$ cat src/rtl/bitsel_pwm.sv
module bitsel_pwm #(
  parameter int CNT_W = 8,
  parameter int PSC_W = 2
) (
  input  logic             clk,
  input  logic             rst_n,
  input  logic             tick,
  input  logic             addr,
  input  logic [CNT_W-1:0] wdata,
  input  logic             we,
  output logic [CNT_W-1:0] rdata,
  output logic             pwm_out
);
  localparam int DUTY_W = CNT_W - 1;
  localparam int IDX_W  = $clog2(CNT_W);
  localparam int GAP_W  = CNT_W - 1 - PSC_W;

  logic              en;
  logic [PSC_W-1:0]  psc;
  logic [DUTY_W-1:0] duty;
  logic [CNT_W-1:0]  cnt;
  logic [CNT_W-1:0]  cnt_inc;
  logic [CNT_W-1:0]  act_mask;
  logic [IDX_W-1:0]  rst_bit;

  assign rst_bit  = IDX_W'(CNT_W - 1) - IDX_W'(psc);
  assign cnt_inc  = cnt + 1'b1;
  assign act_mask = (CNT_W'(1) << rst_bit) - 1'b1;
  assign pwm_out  = en && ((cnt & act_mask) < {1'b0, duty});
  assign rdata    = addr ? {1'b0, duty} : {en, {GAP_W{1'b0}}, psc};

  always_ff @(posedge clk or negedge rst_n) begin
    if (!rst_n) begin
      en   <= 1'b0;
      psc  <= '0;
      duty <= '0;
    end else if (we) begin
      if (addr) duty <= wdata[DUTY_W-1:0];
      else begin
        en  <= wdata[CNT_W-1];
        psc <= wdata[PSC_W-1:0];
      end
    end
  end

  always_ff @(posedge clk or negedge rst_n) begin
    if (!rst_n)              cnt <= '0;
    else if (!en)            cnt <= '0;
    else if (tick)           cnt <= cnt_inc[rst_bit] ? '0 : cnt_inc;
  end
endmodule

$ cat config.mk
export PLATFORM = sky130hd
export DESIGN_NAME = bitsel_pwm
export DESIGN_NICKNAME = d
export VERILOG_FILES = /design/src/rtl/bitsel_pwm.sv
export SDC_FILE = /design/constraint.sdc
export NUM_CORES = 1
export LEC_CHECK = 0
export BUFFER_PORTS_ARGS = -buffer_cell sky130_fd_sc_hd__buf_2
export CORE_MARGIN = 2
export CORE_UTILIZATION = 35
export CTS_CLUSTER_DIAMETER = 120
export DETAILED_ROUTE_END_ITERATION = 16
export GPL_ROUTABILITY_DRIVEN = 0
export GPL_TIMING_DRIVEN = 0
export PLACE_DENSITY = 0.68
export SYNTH_ARGS = -nofsm -noshare
export SYNTH_HDL_FRONTEND = slang
export SYNTH_SLANG_ARGS = --single-unit
$ cat constraint.sdc
create_clock -name clk -period 1.84 [get_ports clk]
set_input_delay 0.092 -clock clk [delete_from_list [all_inputs] [get_ports clk]]
set_output_delay 0.092 -clock clk [all_outputs]
set_load 0.01 [all_outputs]
==> metrics list <==
* Worst-case setup margin in the final layout: -74.9 ps
* Buffer cell driving the clock tree root: clkbuf_4
* Arrival time reported for the critical path endpoint: 2150 ps
- The worst setup path is launched from a flop.
* Starting density of the core: 0.375
- In the final layout, the share of cells above drive strength 1 is 0.431.
* Wire length of the first global-routing pass: 4530 um
- The internal portion of the total power is 0.697 mW.
* Switching portion of total power: 0.308
- H-tree levels: 1
* P_leak: 0.707 nW
- Number of global-route vias before repair: 1,002
* Port Buffer Count: 21
- The first routing iteration left 16 violations.
- Post-synthesis sequential area ratio: 0.387
- At the pin with the least slew margin, the transition time is 434 ps.
- Measured along the x axis, the die boundary spans 61.7 um.
- After detailed routing, the number of remaining DRC violations is 0.
- Synthesis produced a netlist with a net count of 144.
- Sinks on Clock Net: 18
- Setup-violating endpoint count in the final report: 7
* Top library cells by usage in the layout, fill and taps aside: buf_2, nand2_1, dfrtp_1
- Deepest clock path buffer count: 2
- Via-per-instance ratio: 5.10
* Clock insertion delay at the later pin of the skew report: 300 ps
- Gate count of the mapped netlist: 124
- Headroom to the max-slew limit: 0.710
- Total CTS buffers: 3
- Average cell area after synthesis: 9.38 um2
- The checks that failed: setup timing.
* Power density over the cells: 646 nW/um2
- FMAX: 0.522 GHz
- Once layout is complete, the utilization of the core stands at 0.502.
* GR Overflow Total: 0
- Compared with the post-synthesis result, the final layout area differs by 33.9%.
- Most common library cell in the layout ignoring fill and taps: buf_2
- Summing over every cut layer, the via total after detailed routing is 1,041.
* TritonCTS clock tree: built
- Max-cap violations in this run came to 0.
- After synthesis the netlist holds a flip-flop and latch count of 18.
- Setup repair after global routing missed its margin: true
- Count of nets after finishing: 181
- Die outline height: 61.7 um
* Number of antenna diodes: 0
- Period minus WS final: 1910 ps
* Part of the total power dissipated in the clock network: 0.246
- The flow ran to the end, but the final reports show violations.
- WL/cell: 13.8 um
* Final slew viol count: 0
* Non-filler instance count after layout: 204
* Clock slew at the register clock pins of the worst setup and hold paths: 110 ps
- Of the total power, combinational logic draws 0.269.
- Sorting the synthesized cells by area gives the leading types as dfrtp_1, mux2_2, ha_1.
* Critical path type: reg2reg
* Placed wire-length estimate: 1830 um
- The worst-case IR drop observed on VDD is 0.471 mV.
- Number of top-level design ports: 22
- Worst reg-to-reg setup slack: -70 ps
- The biggest area contributor in the post-synthesis netlist is dfrtp_1.
- The tightest min-delay check is of the in2reg type.
* Total global routing track utilization: 0.166
* Yosys warnings: 0
- Total Wirelength: 2820 um
* Post-synth cell types: 32
* Antenna violations before repair: 0
- Largest fanout of any net on the critical path: 8
- Area inside the core boundary: 3100 um2
- Min Hold Slack: 22.5 ps
* Post-synth top area share: 0.387
- The first detailed-routing pass ran for 4 iterations.
- The worst setup path is captured at a flop.
- For this design the total switching power over the nets is 0.310 mW.
* Residual antenna-violating net count after detailed routing: 0
- Of the available clock period, the critical path in the final layout requires 1.04.
- Row cnt: 20
- Final hold vios: 0
- The number of placed instances, taps included, is 189.
* Cell area after synthesis: 1160 um2
- At the worst endpoint, the required time is 2070 ps.
- Final worst clock skew: 8.83 ps
* Power, Total: 1.01 mW
- DIE AREA: 3800 um2
- Of the total power, registers draw 0.484.
- Largest net degree at the start of global routing: 19
## sequential cells by signal (all words and copies together), names as in the netlist
signal  flops
psc         2
duty        7
en          1
cnt         8
## per-stage QoR
| stage | cell area (um2) | setup slack (ps) | setup TNS (ps) |
|---|---|---|---|
| 2_1_floorplan | 1160 | 89.8 | 0 |
| 3_3_place_gp | 1320 | -106 | -581 |
| 3_5_place_dp | 1320 | -132 | -700 |
| 4_1_cts | 1470 | -11.8 | -21.1 |
| 5_1_grt | 1560 | -212 | -1250 |
| 6_report | 1560 | -74.9 | -344 |
## cells by family after synthesis
family / count (synthesis) / synth area share
compound gates: 23 / 0.128
flops: 18 / 0.387
mux: 13 / 0.124
simple gates: 50 / 0.244
buf+inv: 13 / 0.0419
fa+ha+maj: 7 / 0.0753
## final cells by class
cell class | instances | area, um2
Buffer | 1 | 3.75
Clock buffer | 4 | 36.3
Fill cell | 301 | 1550
Inverter | 11 | 41.3
Multi-Input combinational cell | 93 | 756
Sequential cell | 18 | 457
Tap cell | 44 | 55.1
Timing Repair Buffer | 33 | 209
## path summary, 6_finish.rpt
path                           from      end  depth (start not counted)
max                          cnt[0]   cnt[3]                          8
min                        wdata[2]  duty[2]                          2
max reg2reg                  cnt[0]   cnt[3]                          8
min reg2reg                 duty[6]  duty[6]                          1
max in group asynchronous     rst_n   cnt[1]                          2
min in group asynchronous     rst_n   psc[0]                          2
## metal layers
metal / routed length, um / GRT usage / up-vias
met4: 44 / 0.0912 / 0
met3: 67 / 0.0294 / 4
met5: 0 / 0 / -
met1: 1210 / 0.205 / 514
li1: - / - / 507
met2: 1500 / 0.274 / 16
## power groups by stage
stage | clock network (mW) | logic (mW) | registers [mW]
2_1_floorplan | 0 | 0.149 | 0.467
3_3_place_gp | 0 | 0.212 | 0.478
3_5_place_dp | 0 | 0.220 | 0.479
4_1_cts | 0.254 | 0.249 | 0.483
5_1_grt | 0.273 | 0.304 | 0.496
6_report | 0.248 | 0.271 | 0.488
## synth_stat cells
| library cell | count |
|---|---|
| o21a_1 | 3 |
| nand3_1 | 3 |
| nor2b_1 | 7 |
| mux2i_1 | 2 |
| a22oi_1 | 1 |
| a31oi_1 | 1 |
| clkbuf_1 | 2 |
| and3b_1 | 1 |
| dfrtp_1 | 18 |
| and2_1 | 5 |
| a21oi_1 | 5 |
| nand3b_1 | 2 |
| nand2b_1 | 1 |
| nor3_1 | 4 |
| nand3_2 | 1 |
| o211a_4 | 1 |
| a211oi_1 | 1 |
| o21ai_1 | 3 |
| and3_2 | 1 |
| nor4_1 | 3 |
| nand2_1 | 14 |
| inv_1 | 11 |
| o22ai_1 | 1 |
| mux2_2 | 11 |
| a21boi_0 | 1 |
| nor4_4 | 1 |
| and3_1 | 1 |
| o21ai_0 | 5 |
| nor2_1 | 4 |
| ha_1 | 7 |
| a31o_2 | 1 |
| nand4_1 | 2 |
## critical path, stage by stage (launching register included)
cell and delay, ps:
dfrtp_1 410, buf_6 140, nand3_4 120, o21a_1 240
o211a_4 270, nor4_4 290, buf_4 180, a21oi_1 70
o21ai_1 140
## timing repair
| item | in CTS | in global routing |
|---|---|---|
| buffers inserted | 6 | 5 |
| cloned | 0 | 0 |
| resized for setup | 15 | 14 |
| hold buffers | 1 | 0 |
| setup endpoints to repair | 9 | 9 |
| pin swaps | 4 | 14 |
| endpoints found under the hold margin | 18 | 0 |
(Power assumes the default switching activity.)
